===== config.mk =====
export PLATFORM = sky130hd
export DESIGN_NAME = pwrdn_ctrl
export DESIGN_NICKNAME = d
export VERILOG_FILES = /design/src/rtl/pwrdn_ctrl.sv
export SDC_FILE = /design/constraint.sdc
export NUM_CORES = 1
export LEC_CHECK = 0
export BUFFER_PORTS_ARGS = -buffer_cell sky130_fd_sc_hd__buf_4
export CAP_MARGIN = 20
export CORE_AREA = 8 8 45 47
export DETAILED_ROUTE_END_ITERATION = 6
export DIE_AREA = 0 0 53 55
export GPL_ROUTABILITY_DRIVEN = 0
export PLACE_DENSITY_LB_ADDON = 0.12
export SLEW_MARGIN = 20
export SYNTH_ARGS = -nofsm -noshare
export SYNTH_HDL_FRONTEND = slang
export SYNTH_SLANG_ARGS = --single-unit

===== constraint.sdc =====
create_clock -name clk -period 1.2 [get_ports clk]
set_input_delay 0.12 -clock clk [delete_from_list [all_inputs] [get_ports clk]]
set_output_delay 0.12 -clock clk [all_outputs]
set_load 0.02 [all_outputs]

===== src/rtl/pwrdn_ctrl.sv =====
module pwrdn_ctrl #(
  parameter int NUM_IRQ = 4
) (
  input  logic               clk,
  input  logic               rst_n,
  input  logic               halt_strobe,
  input  logic               sleep_strobe,
  input  logic [NUM_IRQ-1:0] irq_pending,
  input  logic [NUM_IRQ-1:0] irq_enable,
  input  logic               global_ie,
  input  logic               nmi,
  input  logic               debug_irq,
  output logic               core_clk_en,
  output logic               periph_clk_en,
  output logic               take_irq_after_next,
  output logic [1:0]         pd_state
);

  localparam logic [1:0] ST_RUN   = 2'b00;
  localparam logic [1:0] ST_HALT  = 2'b01;
  localparam logic [1:0] ST_SLEEP = 2'b10;

  logic [1:0] state_q;
  logic       low_pwr;
  logic       wake;
  logic       irq_taken;

  assign low_pwr   = (state_q != ST_RUN);
  assign wake      = (|irq_pending) | nmi | debug_irq;
  assign irq_taken = nmi | debug_irq | ((|(irq_pending & irq_enable)) & global_ie);

  always_ff @(posedge clk or negedge rst_n) begin
    if (!rst_n) begin
      state_q <= ST_RUN;
    end else if (low_pwr) begin
      if (wake) state_q <= ST_RUN;
    end else if (halt_strobe) begin
      state_q <= ST_HALT;
    end else if (sleep_strobe) begin
      state_q <= ST_SLEEP;
    end
  end

  assign core_clk_en         = !low_pwr | wake;
  assign periph_clk_en       = (state_q != ST_SLEEP) | wake;
  assign take_irq_after_next = low_pwr & wake & irq_taken;
  assign pd_state            = state_q;

  assert_sleep_gates_both_R3: assert property (@(posedge clk) disable iff (!rst_n)
    (pd_state == ST_SLEEP && !wake) |-> (!core_clk_en && !periph_clk_en));

  assert_halt_keeps_periph_R2: assert property (@(posedge clk) disable iff (!rst_n)
    (pd_state == ST_HALT) |-> periph_clk_en);

  assert_wake_returns_run_R4: assert property (@(posedge clk) disable iff (!rst_n)
    (pd_state != ST_RUN && (|irq_pending)) |=> (pd_state == ST_RUN));

  assert_pulse_single_R6: assert property (@(posedge clk) disable iff (!rst_n)
    take_irq_after_next |=> !take_irq_after_next);

  assert_nmi_takes_irq_R5: assert property (@(posedge clk) disable iff (!rst_n)
    (pd_state != ST_RUN && nmi) |-> (take_irq_after_next && core_clk_en));

  assert_cross_strobe_ignored_R9: assert property (@(posedge clk) disable iff (!rst_n)
    (pd_state != ST_RUN && !wake) |=> $stable(pd_state));

  assert_state_legal_R1: assert property (@(posedge clk) disable iff (!rst_n)
    pd_state != 2'b11);

endmodule


==> out/metrics.yaml, run 1 <==
chipWidth_um: 53
place_area_um2: 343
die_area_mm2: 0.00292
final_area_um2: 397
cts_tree: "done"
clock.fmax_ghz: 0.742
drc: 0
synth-edff-count: 0
antenna_found_initial: 0
tns_ns: -0.403
area_growth_syn_to_layout_pct: 176
yosys-top-cells-area: "dfrtp_1 (35%), a211o_2 (7.0%), a22o_2 (7.0%)"
timing.final.crit_share: 1.12
max-cap-violations: 0
grt_pass1_wl_um: 1300
cpMostUsedCell: "buf_6"
insertedDiodeCount: 0
clockBufferDepth: 2
min_path_type: "input port to flop"
start_kind: "input port"
slew_viol_final: 0
clkSinkCount: 2
dr.max_layer_used: "met4"
cp_num_buf_inv: 2
die_h_um: 55
syn_inst: 15
drt_iter0_markers: 5
routed_via_density: 4.29
core_area_mm2: 0.00138
holdWs_ns: 0.134
ys_warn_count: 0
cts_buffers: 3
fillers: 145
grt_usage: 0.0612
drt-met1-wl_um: 305
synthDominantCellAreaShare: 0.348
worstPathRequired_ns: 1.08
cp_slowest_cell: "or4_4"
syn_area_um2: 144
grt-ovfl-total: 0
wire_per_inst_um: 13.5
path_max_fanout: 4
htreeDepth: 1
powerDensity_mw_per_mm2: 861
seq_area_frac_synth: 0.348
status: "finished with violations"
dr_wl_met3_um: 165
antenna_left: 0
port_buffers: 19
drive_above_1_share: 0.738
worst_ep_arrival_time_ns: 1.23
hpwl_um: 670
min_period_ns: 1.35
slowest_delay_ns: 0.53
ys.flop_type: "dfrtp_1"
ioPinCount: 20
yosys.area.top_type: "dfrtp_1"
critPathCaptureType: "output port"
cts_root_buf: "clkbuf_4"
drt_wl_total_um: 781
finalClockSkew_ns: 0.00330
synthArstFlopShare: 1.00
yosysMostFrequentCell: "dfrtp_1"
setup_viol: 3
worstSetupPathType: "input port to output port"
avgSynthCellArea_um2: 9.59
ys_ff_latch: 2
rsz0062_at_grt: "true"
rows: 14
hold_violations: 0
wl_met2_um: 300
clk-insertion-delay-late_ns: 0.22
vias: 249
slew_headroom: 0.811
initial_utilization: 0.104
worst_pin_slew_ns: 0.283
fin_util: 0.287
syn_nets: 30
clk_pin_slew_ns: 0.03
cp_top_family: "simple AND/OR/NAND/NOR gates"
grt_max_degree: 5
final_nets: 59
grt_pass1_vias: 298
dr.pass1.iters: 3
largest_register_ffs: 2
ys_types: 14
p_leak_nw: 0.193
crit_chain: "buf_6 > or4_4 > nor3_4 > nand3b_1 > buf_6"
ir_drop_v: 0.000468
layout_setup_ws_ns: -0.148
violations: "negative setup slack"
[worst paths after layout]
| kind | start | end | slack (ns) | depth (start not counted) |
|---|---|---|---|---|
| worst max register to register | pd_state[0] | pd_state[1] | 0.31 | 2 |
| worst min register to register | pd_state[1] | pd_state[1] | 0.62 | 2 |
| min in group asynchronous | rst_n | pd_state[0] | 0.22 | 2 |
| worst min-delay path | halt_strobe | pd_state[0] | 0.13 | 2 |
| worst max-delay path | irq_pending[3] | periph_clk_en | -0.15 | 5 |
| max in group asynchronous | rst_n | pd_state[1] | 0.89 | 2 |
[metal layers]
metal  vias to the layer above  global-route usage
met1                       109              0.0547
met2                        20              0.0938
met3                         2              0.0428
li1                        118                   -
met5                         -                   0
met4                         0              0.0517
[cell usage in the layout, fill, tap and decap left out, drive strengths merged]
cell type / count
buf: 23
nor3: 2
inv: 1
nor2: 1
a21oi: 1
o21ai: 1
a32o: 1
a22oi: 1
or4: 1
dlygate4sd3: 1
a2111oi: 1
dfrtp: 2
nand3b: 1
clkbuf: 3
a22o: 1
a211o: 1
[kinds of logic after synthesis]
logic type	after synthesis	synth area share
AO/OA/AOI/OAI	7	0.391
AND/OR/NAND/NOR	5	0.235
flip-flops	2	0.348
buffers and inverters	1	0.0261
[report_power, final]
group          total (W)  switching [W]  internal (W)  leakage [nW]
clock           0.000146      0.0000357      0.000110        0.0138
sequential     0.0000758     0.00000247     0.0000733        0.0260
combinational   0.000120      0.0000499     0.0000700         0.153
total           0.000342      0.0000882      0.000253         0.193
[what timing repair did]
| action | 4_1_cts | 5_1_grt |
|---|---|---|
| buffers inserted | 0 | 0 |
| pin swaps | 0 | 1 |
| hold buffers | 1 | 0 |
| resized for setup | 5 | 0 |
| cloned | 0 | 0 |
| endpoints found under the setup margin | 4 | 3 |
| endpoints found under the hold margin | 2 | 0 |
[per-stage QoR]
stage	power, W	setup slack [ns]	instances
final	0.000342	-0.148	58
after global routing	0.000365	-0.199	58
after CTS	0.000351	-0.162	58
after detailed placement	0.000190	-0.268	54
after global placement	0.000188	-0.234	54
after floorplan	0.000116	-0.0757	15
[area by class of cell]
| type | instances | area (um^2) | share of cell area |
|---|---|---|---|
| timing repair buffer | 24 | 194 | 0.489 |
| tap | 16 | 20.0 | 0.0505 |
| inverter | 1 | 3.75 | 0.00946 |
| clock buffer | 3 | 22.5 | 0.0568 |
| multi-input combinational | 12 | 106 | 0.268 |
| sequential | 2 | 50.0 | 0.126 |
(Power assumes the default switching activity.)
==> run 2, diff against run 1 <==
RECOVER_POWER = 50   (was not set)
==> run 2 against run 1 <==
Compared with the run above: the run still ends with negative setup slack left; worst hold slack about the same; non-clock buffer count stayed put; cell area decreased by 1.9%; register-to-register slack is essentially flat; flip-flop and latch count is the same; routed wire length decreased by 0.13%; clock skew about the same; sequential power about the same; first-iteration DRC count decreased by 20%; cell count did not move; largest power group unchanged.
==> out/metrics.yaml, run 2 (synthesized netlist as in run 1, its figures left out) <==
cp_slowest_cell: "or4_4"
cp_num_buf_inv: 2
grt_pass1_wl_um: 1300
largest_register_ffs: 2
wl_met2_um: 301
final_cells: 58
multi_input_area_um2: 106
layout_commonest_cell: "buf_4"
drt-met1-wl_um: 296
pre_cts_ws_ns: -0.268
final_nets: 59
hold_depth: 2
path_max_fanout: 4
fillers: 149
tns_ns: -0.398
r2r_end: "pd_state[1]"
initial_utilization: 0.104
ir_drop_v: 0.000468
die_area_mm2: 0.00292
clock.fmax_ghz: 0.743
wire_per_inst_um: 13.4
slowest_delay_ns: 0.53
routed_via_density: 4.31
antenna_left: 0
hpwl_um: 670
drt_iter0_markers: 4
grt_pass1_vias: 298
ff_latch_area_um2: 50.0
drt_wl_total_um: 780
p_leak_nw: 0.185
slew_headroom: 0.810
area_growth_syn_to_layout_pct: 170
worst_ep_arrival_time_ns: 1.23
worst_pin_slew_ns: 0.283
htreeDepth: 1
min_path_type: "input port to flop"
max-cap-violations: 0
grt-ovfl-total: 0
layout_setup_ws_ns: -0.146
critPathCaptureType: "output port"
chipWidth_um: 53
crit_chain: "buf_6 > or4_4 > nor3_4 > nand3b_1 > buf_6"
worstPathRequired_ns: 1.08
dr.max_layer_used: "met4"
insertedDiodeCount: 0
grt_usage: 0.0612
rows: 14
r2r_cells: 2
dr.pass1.iters: 4
ioPinCount: 20
die_h_um: 55
hold_violations: 0
drive_above_1_share: 0.690
min_period_ns: 1.35
cp_top_family: "simple AND/OR/NAND/NOR gates"
slew_viol_final: 0
rrSetupSlack_ns: 0.31
hp-start: "halt_strobe"
port_buffers: 19
worstSetupPathType: "input port to output port"
core_area_mm2: 0.00138
dr_wl_met3_um: 172
violations: "negative setup slack"
rsz0062_at_grt: "true"
antenna_found_initial: 0
finalClockSkew_ns: 0.00351
cts_root_buf: "clkbuf_4"
clkSinkCount: 2
cpMostUsedCell: "buf_6"
cts_buffers: 3
status: "finished with violations"
post_cts_buffers: 0
powerDensity_mw_per_mm2: 869
clk-insertion-delay-late_ns: 0.22
start_kind: "input port"
cts_tree: "done"
layout_common_cells: "buf_4 (18), clkbuf_4 (3), buf_6 (3)"
place_inst: 54
setup_viol: 3
timing.final.crit_share: 1.12
vias: 250
clockBufferDepth: 2
whs_endpoint: "pd_state[0]"
clk_pin_slew_ns: 0.03
drc: 0
r2r-start: "pd_state[0]"
grt_max_degree: 5
[run 2: stage by stage]
stage / hold WS, ns / total power [W] / utilization / cell area [um^2]
final: 0.134 / 0.000338 / 0.281 / 389
after global routing: 0.137 / 0.000362 / 0.281 / 389
after CTS: 0.127 / 0.000351 / 0.287 / 397
after detailed placement: -0.0958 / 0.000190 / 0.248 / 343
after global placement: -0.0971 / 0.000188 / 0.248 / 343
after floorplan: -0.176 / 0.000116 / - / 150
[run 2: power by group]
group	internal, W	total [W]	switching, W	leakage (nW)
Sequential	0.0000733	0.0000758	0.00000247	0.0260
Clock	0.000110	0.000146	0.0000359	0.0138
Combinational	0.0000668	0.000116	0.0000497	0.145
[run 2: final cells by class]
cell class / instances / share of cell area
Multi-Input combinational cell: 12 / 0.273
Clock buffer: 3 / 0.0579
Sequential cell: 2 / 0.129
Tap cell: 16 / 0.0514
Inverter: 1 / 0.00965
Timing Repair Buffer: 24 / 0.479
[run 2: what timing repair did]
item | CTS | global route
hold buffers | 1 | 0
pin swaps | 0 | 1
hold endpoints to repair | 2 | 0
setup endpoints to repair | 4 | 3
gates resized for setup | 5 | 0
[run 2: how the worst max path moves through the flow]
stage | end | slack [ns] | startpoint | depth (start not counted)
final | periph_clk_en | -0.15 | irq_pending[3] | 5
after global placement | periph_clk_en | -0.23 | irq_pending[3] | 5
after detailed placement | core_clk_en | -0.27 | irq_pending[3] | 5
after global routing | core_clk_en | -0.20 | irq_pending[3] | 5
after floorplan | take_irq_after_next | -0.08 | pd_state[0] | 2
after CTS | periph_clk_en | -0.16 | irq_pending[3] | 5
[run 2: metal layers]
| metal | up-vias | track usage |
|---|---|---|
| met3 | 2 | 0.0428 |
| met1 | 108 | 0.0547 |
| met2 | 22 | 0.0938 |
| met5 | - | 0 |
| met4 | 0 | 0.0517 |
| li1 | 118 | - |
